--- config.mk ---
export PLATFORM = sky130hd
export DESIGN_NAME = pflash_cmd_seq
export DESIGN_NICKNAME = d
export VERILOG_FILES = /design/src/rtl/pflash_pkg.sv /design/src/rtl/pflash_tick.sv /design/src/rtl/pflash_lane_cmp.sv /design/src/rtl/pflash_seq_lut.sv /design/src/rtl/pflash_cmd_seq.sv
export SDC_FILE = /design/constraint.sdc
export NUM_CORES = 1
export LEC_CHECK = 0
export BUFFER_PORTS_ARGS = -buffer_cell sky130_fd_sc_hd__buf_2
export CORE_MARGIN = 2
export CORE_UTILIZATION = 45
export CTS_CLUSTER_DIAMETER = 40
export DETAILED_ROUTE_END_ITERATION = 10
export HOLD_SLACK_MARGIN = 0.06
export PLACE_DENSITY = 0.7
export SKIP_CTS_REPAIR_TIMING = 1
export SLEW_MARGIN = 20
export SYNTH_ARGS = -nofsm -noshare
export SYNTH_HDL_FRONTEND = slang
export SYNTH_SLANG_ARGS = --single-unit
--- constraint.sdc ---
create_clock -name clk -period 2.9 [get_ports clk]
set_clock_uncertainty 0.15 [all_clocks]
set_input_delay 0 -clock clk [delete_from_list [all_inputs] [get_ports clk]]
set_output_delay 0 -clock clk [all_outputs]
set_load 0.02 [all_outputs]
--- src/rtl/pflash_pkg.sv ---
package pflash_pkg;

  typedef enum logic [1:0] {
    OP_PROG = 2'd0,
    OP_SECT = 2'd1,
    OP_CHIP = 2'd2
  } op_e;

  typedef enum logic [2:0] {
    S_IDLE, S_WLO, S_WHI, S_REL, S_RD, S_GAP, S_RESP
  } st_e;

  function automatic int clks(input int ns, input int per);
    return (ns + per - 1) / per;
  endfunction

endpackage

--- src/rtl/pflash_tick.sv ---
module pflash_tick #(
  parameter int W = 4
) (
  input  logic         clk,
  input  logic         rst,
  input  logic         load,
  input  logic [W-1:0] val,
  output logic         zero
);
  logic [W-1:0] cnt;

  always_ff @(posedge clk) begin
    if (rst)               cnt <= '0;
    else if (load)         cnt <= val;
    else if (cnt != '0)    cnt <= cnt - 1'b1;
  end

  assign zero = (cnt == '0);
endmodule

--- src/rtl/pflash_lane_cmp.sv ---
module pflash_lane_cmp #(
  parameter int DW     = 16,
  parameter int LANE_W = 8
) (
  input  logic [DW-1:0] rd,
  input  logic [DW-1:0] expv,
  output logic          match
);
  localparam int LANES = DW / LANE_W;
  logic [LANES-1:0] hit;

  for (genvar i = 0; i < LANES; i++) begin : g_lane
    assign hit[i] = (rd[i*LANE_W + LANE_W - 1] == expv[i*LANE_W + LANE_W - 1]);
  end

  assign match = &hit;
endmodule

--- src/rtl/pflash_seq_lut.sv ---
module pflash_seq_lut
  import pflash_pkg::*;
#(
  parameter int            CAW    = 17,
  parameter int            DW     = 16,
  parameter int            LANE_W = 8,
  parameter int            SBITS  = 3,
  parameter logic [CAW-1:0] UNLK_A1 = 17'h00555,
  parameter logic [CAW-1:0] UNLK_A2 = 17'h002AA,
  parameter logic [7:0]    UNLK_D1 = 8'hAA,
  parameter logic [7:0]    UNLK_D2 = 8'h55,
  parameter logic [7:0]    CMD_PGM = 8'hA0,
  parameter logic [7:0]    CMD_ERS = 8'h80,
  parameter logic [7:0]    CMD_SEC = 8'h30,
  parameter logic [7:0]    CMD_CHP = 8'h10
) (
  input  op_e             op,
  input  logic [2:0]      step,
  input  logic [CAW-1:0]  tgt_a,
  input  logic [DW-1:0]   tgt_d,
  output logic [CAW-1:0]  bus_a,
  output logic [DW-1:0]   bus_d,
  output logic            last
);
  localparam int LANES = DW / LANE_W;
  logic [7:0] cmd;
  logic       use_tgt;
  logic [CAW-1:0] sect_a;

  assign sect_a = {tgt_a[CAW-1 -: SBITS], {(CAW-SBITS){1'b0}}};

  always_comb begin
    cmd     = UNLK_D1;
    bus_a   = UNLK_A1;
    use_tgt = 1'b0;
    case (step)
      3'd0: begin bus_a = UNLK_A1; cmd = UNLK_D1; end
      3'd1: begin bus_a = UNLK_A2; cmd = UNLK_D2; end
      3'd2: begin bus_a = UNLK_A1; cmd = (op == OP_PROG) ? CMD_PGM : CMD_ERS; end
      3'd3: begin
        if (op == OP_PROG) begin bus_a = tgt_a; use_tgt = 1'b1; end
        else begin bus_a = UNLK_A1; cmd = UNLK_D1; end
      end
      3'd4: begin bus_a = UNLK_A2; cmd = UNLK_D2; end
      default: begin
        if (op == OP_SECT) begin bus_a = sect_a; cmd = CMD_SEC; end
        else begin bus_a = UNLK_A1; cmd = CMD_CHP; end
      end
    endcase
    bus_d = use_tgt ? tgt_d : {LANES{cmd}};
    last  = (op == OP_PROG) ? (step == 3'd3) : (step == 3'd5);
  end
endmodule

--- src/rtl/pflash_cmd_seq.sv ---
module pflash_cmd_seq
  import pflash_pkg::*;
#(
  parameter int AW          = 18,
  parameter int DW          = 16,
  parameter int LANE_W      = 8,
  parameter int SBITS       = 3,
  parameter int CLK_NS      = 20,
  parameter int WE_LO_NS    = 35,
  parameter int WE_HI_NS    = 20,
  parameter int WR_CYC_NS   = 70,
  parameter int OE_SETUP_NS = 10,
  parameter int OE_ACC_NS   = 35,
  parameter int OE_OFF_NS   = 20,
  parameter longint unsigned TIMEOUT_CLKS = 64'd3_000_000_000,
  parameter logic [AW-2:0] UNLK_A1 = 17'h00555,
  parameter logic [AW-2:0] UNLK_A2 = 17'h002AA,
  parameter logic [7:0]    UNLK_D1 = 8'hAA,
  parameter logic [7:0]    UNLK_D2 = 8'h55,
  parameter logic [7:0]    CMD_PGM = 8'hA0,
  parameter logic [7:0]    CMD_ERS = 8'h80,
  parameter logic [7:0]    CMD_SEC = 8'h30,
  parameter logic [7:0]    CMD_CHP = 8'h10
) (
  input  logic          clk,
  input  logic          rst,
  input  logic          req_valid,
  output logic          req_ready,
  input  logic [1:0]    req_op,
  input  logic [AW-1:0] req_addr,
  input  logic [DW-1:0] req_data,
  output logic          resp_valid,
  output logic          resp_err,
  output logic [AW-2:0] fl_addr,
  output logic [DW-1:0] fl_dq_out,
  output logic          fl_dq_oe,
  input  logic [DW-1:0] fl_dq_in,
  output logic [1:0]    fl_cs_n,
  output logic          fl_we_n,
  output logic          fl_oe_n
);
  localparam int CAW   = AW - 1;
  localparam int T_WLO = clks(WE_LO_NS, CLK_NS);
  localparam int T_HR  = clks(WE_HI_NS, CLK_NS);
  localparam int T_CYC = clks(WR_CYC_NS, CLK_NS);
  localparam int T_WHI = (T_CYC > T_WLO + T_HR) ? (T_CYC - T_WLO) : T_HR;
  localparam int T_OS  = clks(OE_SETUP_NS, CLK_NS);
  localparam int T_REL = (T_OS > 1) ? T_OS : 1;
  localparam int T_RD  = clks(OE_ACC_NS, CLK_NS);
  localparam int T_GR  = clks(OE_OFF_NS, CLK_NS);
  localparam int T_GAP = (T_GR > 1) ? T_GR : 1;
  localparam int TW    = $clog2(T_WLO + T_WHI + T_REL + T_RD + T_GAP + 2);
  localparam int TOW   = $clog2(TIMEOUT_CLKS + 1);

  st_e            st, nxt;
  op_e            op_q;
  logic [AW-1:0]  addr_q;
  logic [DW-1:0]  data_q, exp_q;
  logic [2:0]     step, step_n;
  logic           ld, tz, acc, fail_q, fail_n, match, last;
  logic [TW-1:0]  ldv;
  logic [TOW-1:0] to_cnt;
  logic           to_hit;
  logic [CAW-1:0] bus_a;
  logic [DW-1:0]  bus_d;

  pflash_tick #(.W(TW)) u_tick (
    .clk(clk), .rst(rst), .load(ld), .val(ldv), .zero(tz)
  );

  pflash_seq_lut #(
    .CAW(CAW), .DW(DW), .LANE_W(LANE_W), .SBITS(SBITS),
    .UNLK_A1(UNLK_A1), .UNLK_A2(UNLK_A2), .UNLK_D1(UNLK_D1), .UNLK_D2(UNLK_D2),
    .CMD_PGM(CMD_PGM), .CMD_ERS(CMD_ERS), .CMD_SEC(CMD_SEC), .CMD_CHP(CMD_CHP)
  ) u_lut (
    .op(op_q), .step(step), .tgt_a(addr_q[CAW-1:0]), .tgt_d(data_q),
    .bus_a(bus_a), .bus_d(bus_d), .last(last)
  );

  pflash_lane_cmp #(.DW(DW), .LANE_W(LANE_W)) u_cmp (
    .rd(fl_dq_in), .expv(exp_q), .match(match)
  );

  assign to_hit = (to_cnt >= TOW'(TIMEOUT_CLKS - 1));

  always_comb begin
    nxt    = st;
    ld     = 1'b0;
    ldv    = '0;
    step_n = step;
    acc    = 1'b0;
    fail_n = fail_q;
    case (st)
      S_IDLE: if (req_valid) begin
        nxt = S_WLO; ld = 1'b1; ldv = TW'(T_WLO - 1); acc = 1'b1; step_n = '0;
      end
      S_WLO: if (tz) begin nxt = S_WHI; ld = 1'b1; ldv = TW'(T_WHI - 1); end
      S_WHI: if (tz) begin
        ld = 1'b1;
        if (last) begin nxt = S_REL; ldv = TW'(T_REL - 1); end
        else begin nxt = S_WLO; ldv = TW'(T_WLO - 1); step_n = step + 3'd1; end
      end
      S_REL: if (tz) begin nxt = S_RD; ld = 1'b1; ldv = TW'(T_RD); end
      S_RD: if (tz) begin
        if (match)       begin nxt = S_RESP; fail_n = 1'b0; end
        else if (to_hit) begin nxt = S_RESP; fail_n = 1'b1; end
        else begin nxt = S_GAP; ld = 1'b1; ldv = TW'(T_GAP - 1); end
      end
      S_GAP: begin
        if (to_hit)  begin nxt = S_RESP; fail_n = 1'b1; end
        else if (tz) begin nxt = S_RD; ld = 1'b1; ldv = TW'(T_RD); end
      end
      default: nxt = S_IDLE;
    endcase
  end

  always_ff @(posedge clk) begin
    if (rst) begin
      st     <= S_IDLE;
      step   <= '0;
      fail_q <= 1'b0;
      to_cnt <= '0;
      op_q   <= OP_PROG;
      addr_q <= '0;
      data_q <= '0;
      exp_q  <= '0;
    end else begin
      st     <= nxt;
      step   <= step_n;
      fail_q <= fail_n;
      if (st == S_RD || st == S_GAP) to_cnt <= to_cnt + 1'b1;
      else                           to_cnt <= '0;
      if (acc) begin
        op_q   <= op_e'(req_op);
        addr_q <= req_addr;
        data_q <= req_data;
        exp_q  <= (op_e'(req_op) == OP_PROG) ? req_data : '1;
      end
    end
  end

  // Registered pins: decoded from the current state, one clock behind it.
  always_ff @(posedge clk) begin
    if (rst) begin
      fl_cs_n    <= 2'b11;
      fl_we_n    <= 1'b1;
      fl_oe_n    <= 1'b1;
      fl_dq_oe   <= 1'b0;
      fl_addr    <= '0;
      fl_dq_out  <= '0;
      req_ready  <= 1'b1;
      resp_valid <= 1'b0;
      resp_err   <= 1'b0;
    end else begin
      req_ready  <= (nxt == S_IDLE);
      resp_valid <= (st == S_RESP);
      resp_err   <= (st == S_RESP) && fail_q;
      fl_we_n    <= (st != S_WLO);
      fl_oe_n    <= (st != S_RD);
      fl_dq_oe   <= (st == S_WLO) || (st == S_WHI);
      if (st == S_IDLE || st == S_RESP) fl_cs_n <= 2'b11;
      else fl_cs_n <= addr_q[AW-1] ? 2'b01 : 2'b10;
      if (st == S_WLO || st == S_WHI) begin
        fl_addr   <= bus_a;
        fl_dq_out <= bus_d;
      end else if (st != S_IDLE && st != S_RESP) begin
        fl_addr   <= addr_q[CAW-1:0];
      end
    end
  end

  // Checks next to the logic
  logic [7:0] wl_cnt;
  always_ff @(posedge clk) begin
    if (rst)           wl_cnt <= '0;
    else if (!fl_we_n) wl_cnt <= (wl_cnt == 8'hFF) ? wl_cnt : wl_cnt + 8'd1;
    else               wl_cnt <= '0;
  end

  p_we_width_r3: assert property (@(posedge clk) disable iff (rst)
    $rose(fl_we_n) |-> (wl_cnt >= 8'(T_WLO)));

  p_addr_stable_r3: assert property (@(posedge clk) disable iff (rst)
    (!fl_we_n && $past(!fl_we_n)) |-> ($stable(fl_addr) && $stable(fl_dq_out)));

  p_cs_excl_r4: assert property (@(posedge clk) disable iff (rst)
    (req_ready |-> fl_cs_n == 2'b11) and ($countones(~fl_cs_n) <= 1));

  p_oe_safe_r5: assert property (@(posedge clk) disable iff (rst)
    !fl_oe_n |-> (fl_we_n && !fl_dq_oe));

  p_release_r5: assert property (@(posedge clk) disable iff (rst)
    $fell(fl_oe_n) |-> $past(!fl_dq_oe));

  p_resp_idle_r8: assert property (@(posedge clk) disable iff (rst)
    resp_valid |-> (req_ready && fl_cs_n == 2'b11));

  p_busy_r9: assert property (@(posedge clk) disable iff (rst)
    !fl_we_n |-> !req_ready);
endmodule

==> run metrics, run 1 <==
Leak=2.56 nW; vias=4730; EDFF count, synth=0; initial antenna violation count=0; CP Class=reg -> reg; setup_tns=0 ns; Core Rows=39; CP arrival=2.80 ns; Initial Util=45.7%; DP Worst Slack=0.290 ns; Slew Viols, Final=0; fillers=996; Vias/cell=5.26; Skew-Pair Late Insertion Delay=0.41 ns; Max VDD drop=1040 uV; crit path buf inv count=0; Netlist Area Pre-Place=5150 sq um; async set-reset flop share out of synthesis=0%; post-synthesis cell type count=53; Seq. cell area=2440 sq um; largest net degree at the start of global routing=45; Tightest Pin Transition=0.747 ns; layout cells sized above 1=17.2%; fmax=0.377 GHz; crit-path leading delay family=compound AO/OA/AOI/OAI gates; min cycle time layout=2.65 ns; PortBufs=81; GPL Wtd Cong=0.847; routed wire length=12700 um; I/O pin count=96; Internal=0.00394 W; Clk pwr share=34.8%; critical path, cell by cell=ha_1, ha_1, or3b_2, o21ai_1, a21oi_1, a211oi_1, a211oi_2, o41a_1; chip width=111 um; crit end category=flop; most area-consuming cells after synthesis=dfxtp_1, nand2_1, a21oi_1; Post-Synthesis Cells=628; post-synthesis sequential area ratio=47.4%; clk sinks=122; fin crit share=91.5%; Design Area, Final=6680 sq um; Max Cap Viol=0; CP Max Fanout=9; CP dominant cell by count=ha_1; Net count, final=806; CTS tree=done; Worst path max stage delay=0.58 ns; most common cell in the netlist=dfxtp_1; antenna cell count=0; part of the power in registers=35.8%; Multi-input gate area=2520 sq um; Avg WL per Cell=14.1 um; yosys warns=0; vias in the first global route=4353; Finish-stage setup viols=0; initial drt markers=292; Slew HR=50.2%; ys flop type=dfxtp_1; cell taking the most area after synthesis=dfxtp_1; global-route wire length before repair=20300 um; Sw Pwr=0.00200 W; clock root buffer=clkbuf_16; Syn-to-layout area delta=29.6%; Detail Route Antenna Nets=0; GRT Util Overall=20.3%; Worst Path Required=3.05 ns; top-area cell type share of the netlist area=47.4%; Hold WC Path Type=in -> reg; setup slack after layout=0.246 ns; type of origin of the critical path=flop; die height=111 um; Post-route DRC=0; PwrDens=890 nW/um^2; sw frac=33.7%; dpl hpwl=8340 um; Syn Nets=690; commonest cells in the netlist=dfxtp_1, nand2_1, nor2_1; Avg Cell Area, Syn=8.20 sq um; CP max-delay cell=or3b_2; drt pass-1 iters=4; DP Area=5680 sq um; total gr overflow=0; Final Hold Viols=0; Worst-path clk slew=0.06 ns; core area=11300 sq um; maximum root-to-sink buffer count=2; die area=12300 sq um; Logic pwr share=29.3%; RSZ-0062 raised after global routing=false; htree depth=4; Yosys reg bits=122; outcome=complete, no violations; CTS Buf Count=17
-- logic make-up after synthesis --
| logic type | Yosys count | share of synthesized area (%) |
|---|---|---|
| AOI/OAI and AO/OA | 137 | 16.8 |
| xor gates and xnor gates | 30 | 5.10 |
| DFF | 122 | 47.4 |
| and+or+nand+nor | 275 | 24.0 |
| buffers and inverters | 51 | 3.79 |
| adders and majority gates | 7 | 1.70 |
| muxes | 6 | 1.19 |
-- path summary, 6_finish.rpt --
path / start / to / slack (ns) / cells after the start
min reg2reg: addr_q[17]$_SDFFE_PP0P_ / fl_cs_n[1]$_SDFF_PP1_ / 0.26 / 1
max: step[0]$_SDFFE_PP0P_ / req_ready$_SDFF_PP1_ / 0.25 / 8
min: fl_dq_in[7] / fail_q$_SDFFE_PP0P_ / 0.03 / 5
max reg2reg: step[0]$_SDFFE_PP0P_ / req_ready$_SDFF_PP1_ / 0.25 / 8
-- power groups by stage --
stage                     combinational [W]  sequential [W]  clock, W
after global placement              0.00166         0.00215         0
after floorplan                     0.00104         0.00231         0
final                               0.00174         0.00213   0.00207
after CTS                           0.00169         0.00213   0.00210
after global routing                0.00194         0.00216   0.00218
after detailed placement            0.00168         0.00216         0
-- placed cells by master, fill, tap and decap left out, types with 4 or more instances in the layout --
cell type      count
nand4_1            7
nand3_1           12
o21ai_0           14
a22oi_1            4
nor4_1             5
a211oi_1          13
buf_4             11
mux2i_1            5
clkbuf_16         17
and2_1             5
nor2b_1            6
nor3_1            19
nand2b_1           6
or3_1              8
nor2_1            76
clkbuf_1           4
buf_2             81
ha_1               7
clkinv_2           5
nand2_1          115
dlygate4sd3_1     42
xor2_1            13
xnor2_1           17
o211ai_1          11
inv_1             14
dfxtp_1          122
a21oi_1           70
-- sequential cells by signal (all words and copies together), names as in the netlist, 2 cells and up --
signal / count
fl_addr: 17
exp_q: 2
op_q: 2
data_q: 16
to_cnt: 32
u_tick.cnt: 4
fl_cs_n: 2
step: 3
addr_q: 18
fl_dq_out: 16
st: 3
-- cell type report --
class / instances / area share (%)
Sequential cell: 122 / 36.6
Clock buffer: 22 / 6.80
Tap cell: 143 / 2.68
Inverter: 14 / 0.787
Timing Repair Buffer: 134 / 13.6
Multi-Input combinational cell: 455 / 37.7
Clock inverter: 9 / 1.84
-- stage by stage --
| step | std cells | power (W) | util [%] | hold WS, ns |
|---|---|---|---|---|
| after global routing | 899 | 0.00628 | 59.2 | 0.0695 |
| after global placement | 826 | 0.00381 | 50.4 | 0.0917 |
| after detailed placement | 826 | 0.00384 | 50.4 | 0.0955 |
| final | 899 | 0.00594 | 59.2 | 0.0271 |
| after floorplan | 628 | 0.00335 | - | -0.0658 |
| after CTS | 857 | 0.00593 | 55.5 | -0.344 |
-- metal layers --
metal / wire [um] / global-route usage, % / share of wire (%)
met5: 0 / 0 / 0
met4: 153 / 7.50 / 1.2
met3: 637 / 7.76 / 5.0
met2: 6220 / 32.1 / 49
met1: 5670 / 25.2 / 45
-- worst register-to-register path: cells and delay by family (launching register included) --
family	cells	cell delay [ns]
AO/OA/AOI/OAI	5	1.00
adder cells (fa/ha/maj)	2	0.40
flip-flops	1	0.40
AND/OR/NAND/NOR	1	0.58
Note: power is estimated with default switching activity, not from simulation.
==> inputs of run 2 (changes only) <==
- CORE_UTILIZATION: 45 -> 42
- PLACE_DENSITY: 0.7 -> 0.66
==> run metrics, run 2 (synthesis results as in run 1) <==
Met2 Wirelength=6170 um (was 6220 um); vias=4659 (was 4730); crit end category=flop (unchanged); Layout Cells excl Fill=901 (was 899); DP Worst Slack=0.259 ns (was 0.290 ns); min cycle time layout=2.69 ns (was 2.65 ns); I/O pin count=96 (unchanged); CTS tree=done (unchanged); met3 wire len=548 um (was 637 um); Syn-to-layout area delta=29.1% (was 29.6%); largest net degree at the start of global routing=45 (unchanged); Worst path max stage delay=0.58 ns (about the same); Slew HR=47.1% (was 50.2%); top sig layer=met4 (unchanged); fin crit share=92.6% (was 91.5%); CP Class=reg -> reg (unchanged); CP arrival=2.82 ns (was 2.80 ns); htree depth=4 (unchanged); CP dominant cell by count=ha_1 (unchanged); Finish-stage setup viols=0 (unchanged); wl on met1=5750 um (was 5670 um); most common cell after layout, fill and taps aside=dfxtp_1 (unchanged); Leak=2.54 nW (was 2.56 nW); Max Cap Viol=0 (unchanged); total power=0.00588 W (was 0.00594 W); maximum root-to-sink buffer count=2 (unchanged); clk sinks=122 (unchanged); Largest register FFs=32 (unchanged); Post-route DRC=0 (unchanged); CTS Buf Count=17 (unchanged); antenna cell count=0 (unchanged); RSZ-0062 raised after global routing=false (unchanged); crit-path leading delay family=compound AO/OA/AOI/OAI gates (unchanged); total gr overflow=0 (unchanged); clock root buffer=clkbuf_16 (unchanged); vias in the first global route=4427 (was 4353); initial antenna violation count=0 (unchanged); initial drt markers=251 (was 292); Core Rows=40 (was 39); most frequent cells in the layout=dfxtp_1, nand2_1, buf_2 (unchanged); Worst-path clk slew=0.05 ns (was 0.06 ns); Seq. cell area=2440 sq um (unchanged); Detail Route Antenna Nets=0 (unchanged); Skew-Pair Late Insertion Delay=0.41 ns (about the same); post-placement cell count=832 (was 826); Vias/cell=5.17 (was 5.26); type of origin of the critical path=flop (unchanged); routed wire length=12600 um (was 12700 um); PwrDens=885 nW/um^2 (was 890 nW/um^2); Largest Register=to_cnt (unchanged); drt pass-1 iters=5 (was 4); Worst Path Required=3.04 ns (was 3.05 ns); Slew Viols, Final=0 (unchanged); Hold Slack=0.0441 ns (was 0.0271 ns); fmax=0.372 GHz (was 0.377 GHz); GPL Wtd Cong=0.895 (was 0.847); Tightest Pin Transition=0.794 ns (was 0.747 ns); CP max-delay cell=or3b_2 (unchanged); chip width=115 um (was 111 um); core area=12000 sq um (was 11300 sq um); Net count, final=804 (was 806); Multi-input gate area=2520 sq um (unchanged); critical path, cell by cell=ha_1, ha_1, or3b_2, o21ai_1, a21oi_1, a211oi_1, a211oi_2, o41a_1 (unchanged); Final Hold Viols=0 (unchanged); setup_tns=0 ns (unchanged); PortBufs=81 (unchanged); layout cells sized above 1=17.8% (was 17.2%); dpl hpwl=8280 um (was 8340 um); Avg WL per Cell=13.9 um (was 14.1 um); outcome=complete, no violations (unchanged); biggest regs=to_cnt (32), addr_q (18), fl_addr (17) (unchanged); crit path buf inv count=0 (unchanged); Initial Util=42.9% (was 45.7%); global-route wire length before repair=20500 um (was 20300 um); fillers=1118 (was 996); setup slack after layout=0.214 ns (was 0.246 ns); CP Max Fanout=9 (unchanged); Hold WC Path Type=in -> reg (unchanged); die height=115 um (was 111 um); GRT Util Overall=19.7% (was 20.3%); die area=13200 sq um (was 12300 sq um); Max VDD drop=482 uV (was 1040 uV)
-- run 2: cell types whose count changed in the layout (fill, tap and decap cells not counted) --
cell	before	now
clkinvlp_4	1	2
clkbuf_1	4	2
dlygate4sd3_1	42	38
buf_4	11	13
bufinv_16	3	1
clkinv_2	5	4
clkbuf_8	1	5
-- run 2: path summary, 6_finish.rpt --
kind	start	end	slack, ns	cells after the start
worst max-delay path	step[1]$_SDFFE_PP0P_	req_ready$_SDFF_PP1_	0.21	8
worst max register to register	step[1]$_SDFFE_PP0P_	req_ready$_SDFF_PP1_	0.21	8
worst min register to register	addr_q[17]$_SDFFE_PP0P_	fl_cs_n[1]$_SDFF_PP1_	0.24	1
worst min-delay path	fl_dq_in[7]	fail_q$_SDFFE_PP0P_	0.04	5
-- run 2: metrics by stage --
step                instance area, sq um  utilization [%]
floorplan                           5150                -
global placement                    5700             47.4
detailed placement                  5700             47.4
CTS                                 6270             52.2
global route                        6650             55.3
finish                              6650             55.3
-- run 2: worst reg2reg max path, stage by stage, from the launching register on --
cell and delay (ns):
dfxtp_1 0.40, ha_1 0.20, ha_1 0.23, or3b_2 0.58, o21ai_1 0.17, a21oi_1 0.12
a211oi_1 0.30, a211oi_2 0.09, o41a_1 0.33
-- run 2: cell type report --
type | count | area share, %
clock buffer | 24 | 7.55
clock inverter | 7 | 0.979
inverter | 14 | 0.791
multi-input combinational | 455 | 37.9
sequential | 122 | 36.7
tap | 147 | 2.77
timing repair buffer | 132 | 13.3
-- run 2: per-layer routing --
metal	global-route usage, %	up-vias
met3	7.64	10
met4	7.39	0
met5	0	-
met1	24.0	2181
li1	-	2380
met2	31.9	88
-- run 2: report_power, final --
part / internal [W] / switching [W]
registers: 0.00196 / 0.000168
clock network: 0.00128 / 0.000714
logic: 0.000615 / 0.00114
==> inputs of run 3 (changes only) <==
- PLACE_DENSITY: 0.66 -> 0.65
- SYNTH_HIERARCHICAL: unset -> 1
==> run metrics, run 3 <==
vias=5572 (was 4659); initial antenna violation count=0 (unchanged); Avg Cell Area, Syn=7.92 sq um (was 8.20 sq um); I/O pin count=96 (unchanged); most frequent cells in the layout=nand2_1, dfxtp_1, a21oi_1 (was dfxtp_1, nand2_1, buf_2); CTS tree=done (unchanged); Multi-input gate area=3060 sq um (was 2520 sq um); Net count, final=888 (was 804); clock root buffer=clkbuf_16 (unchanged); type of origin of the critical path=flop (unchanged); crit path capture=u_tick/cnt[3]$_SDFFE_PP0P_ (was req_ready$_SDFF_PP1_); Finish-stage setup viols=0 (unchanged); most common cell after layout, fill and taps aside=nand2_1 (was dfxtp_1); RR Startpoint=to_cnt[0]$_SDFF_PP0_ (was step[1]$_SDFFE_PP0P_); maximum root-to-sink buffer count=2 (unchanged); RSZ-0062 raised after global routing=false (unchanged); Max Cap Viol=0 (unchanged); yosys warns=6 (was 0); critical path, cell by cell=ha_1, nand4_1, nor4_1, o311a_1, o32ai_1, buf_4, or2_2, o32ai_1 (was ha_1, ha_1, or3b_2, o21ai_1, a21oi_1, a211oi_1, a211oi_2, o41a_1); global-route wire length before repair=24400 um (was 20500 um); Seq. cell area=2440 sq um (unchanged); die height=122 um (was 115 um); Clk pwr share=29.2% (was 33.9%); layout cells sized above 1=19.1% (was 17.8%); Post-route DRC=0 (unchanged); Sw Pwr=0.00252 W (was 0.00202 W); GRT Util Overall=20.6% (was 19.7%); vias in the first global route=5138 (was 4427); GPL Wtd Cong=0.815 (was 0.895); outcome=complete, no violations (unchanged); CP arrival=2.73 ns (was 2.82 ns); crit path buf inv count=1 (was 0); CTS Buf Count=17 (unchanged); biggest regs=to_cnt (32), addr_q (18), fl_addr (17) (unchanged); setup_tns=0 ns (unchanged); Layout Cells excl Fill=1019 (was 901); core area=13300 sq um (was 12000 sq um); clk sinks=122 (unchanged); fin crit share=87.9% (was 92.6%); Post-Synthesis Cells=733 (was 628); DP Area=6310 sq um (was 5700 sq um); drt pass-1 iters=5 (unchanged); Max VDD drop=509 uV (was 482 uV); fmax=0.392 GHz (was 0.372 GHz); initial drt markers=396 (was 251); Leak=2.80 nW (was 2.54 nW); Largest register FFs=32 (unchanged); total gr overflow=0 (unchanged); PortBufs=81 (unchanged); reg2reg path depth=8 (unchanged); Tightest Pin Transition=0.772 ns (was 0.794 ns); CP dominant cell by count=o32ai_1 (was ha_1); Final Hold Viols=0 (unchanged); routed wire length=15100 um (was 12600 um); Skew-Pair Late Insertion Delay=0.43 ns (was 0.41 ns); Slew HR=48.5% (was 47.1%); post-placement cell count=949 (was 832); Vias/cell=5.47 (was 5.17); Design Area, Final=7240 sq um (was 6650 sq um); Syn-to-layout area delta=24.8% (was 29.1%); critical path depth=8 (unchanged); PwrDens=912 nW/um^2 (was 885 nW/um^2); part of the power in registers=35.4% (was 36.2%); sw frac=38.1% (was 34.4%); crit-path leading delay family=simple AND/OR/NAND/NOR gates (was compound AO/OA/AOI/OAI gates); largest net degree at the start of global routing=76 (was 45); crit end category=flop (unchanged); CP Class=reg -> reg (unchanged); reg2reg end=u_tick/cnt[3]$_SDFFE_PP0P_ (was req_ready$_SDFF_PP1_); min cycle time layout=2.55 ns (was 2.69 ns); CP max-delay cell=nor4_1 (was or3b_2); Core Rows=42 (was 40); Internal=0.00409 W (was 0.00386 W); crit path from=to_cnt[0]$_SDFF_PP0_ (was step[1]$_SDFFE_PP0P_); Logic pwr share=35.4% (was 29.9%); Worst Path Required=3.08 ns (was 3.04 ns); Hold WC Path Type=in -> reg (unchanged); chip width=122 um (was 115 um); Initial Util=43.5% (was 42.9%); Worst-path clk slew=0.05 ns (about the same); Slew Viols, Final=0 (unchanged); Largest Register=to_cnt (unchanged); Worst R2R Setup Slack=0.35 ns (was 0.21 ns); Detail Route Antenna Nets=0 (unchanged); fillers=1237 (was 1118); dpl hpwl=9900 um (was 8280 um); Worst path max stage delay=0.41 ns (was 0.58 ns); Netlist Area Pre-Place=5800 sq um (was 5150 sq um); htree depth=4 (unchanged); antenna cell count=0 (unchanged); CP Max Fanout=6 (was 9); die area=14800 sq um (was 13200 sq um); final core occ=54.3% (was 55.3%); total power=0.00661 W (was 0.00588 W); Avg WL per Cell=14.8 um (was 13.9 um)
-- run 3: layout make-up --
| cell class | count | area share [%] |
|---|---|---|
| inverters | 14 | 0.725 |
| clock inverters | 11 | 0.984 |
| well taps | 176 | 3.04 |
| clock buffers | 21 | 6.63 |
| repair buffers | 137 | 12.7 |
| multi-input cells | 538 | 42.2 |
| flip-flops and latches | 122 | 33.7 |
-- run 3: routing by layer --
metal | global-route usage [%] | part of all wire, %
met1 | 25.5 | 45
met2 | 34.1 | 48
met3 | 5.76 | 5.0
met4 | 8.33 | 1.9
met5 | 0 | 0
-- run 3: power groups by stage --
stage / Combinational, W / Clock [W] / Sequential (W)
finish: 0.00234 / 0.00193 / 0.00234
global route: 0.00259 / 0.00203 / 0.00238
CTS: 0.00230 / 0.00197 / 0.00234
detailed placement: 0.00229 / 0 / 0.00237
global placement: 0.00222 / 0 / 0.00235
floorplan: 0.00147 / 0 / 0.00253
-- run 3: metrics by stage --
| step | hold slack [ns] | setup slack [ns] |
|---|---|---|
| after floorplan | -0.0707 | 0.613 |
| after global placement | 0.0914 | 0.460 |
| after detailed placement | 0.0995 | 0.378 |
| after CTS | -0.354 | 0.361 |
| after global routing | 0.215 | 0.160 |
| final | 0.213 | 0.350 |
-- run 3: worst min-delay path by stage --
stage            startpoint  depth (start not counted)                    endpoint  slack [ns]
2_1_floorplan           rst                          1  u_tick/cnt[2]$_SDFFE_PP0P_       -0.07
3_3_place_gp   req_addr[14]                          3     addr_q[14]$_SDFFE_PP0P_        0.09
3_5_place_dp   req_addr[11]                          3     addr_q[11]$_SDFFE_PP0P_         0.1
4_1_cts         req_data[3]                          3      data_q[3]$_SDFFE_PP0P_       -0.35
5_1_grt         req_addr[3]                          4      addr_q[3]$_SDFFE_PP0P_        0.22
6_report        req_addr[3]                          4      addr_q[3]$_SDFFE_PP0P_        0.21
-- run 3: tightest hold or removal path, delay by kind of cell --
kind | cells | cell delay [ns]
buffers and inverters | 2 | 0.65
AND/OR/NAND/NOR | 1 | 0.05
AO/OA/AOI/OAI | 1 | 0.05
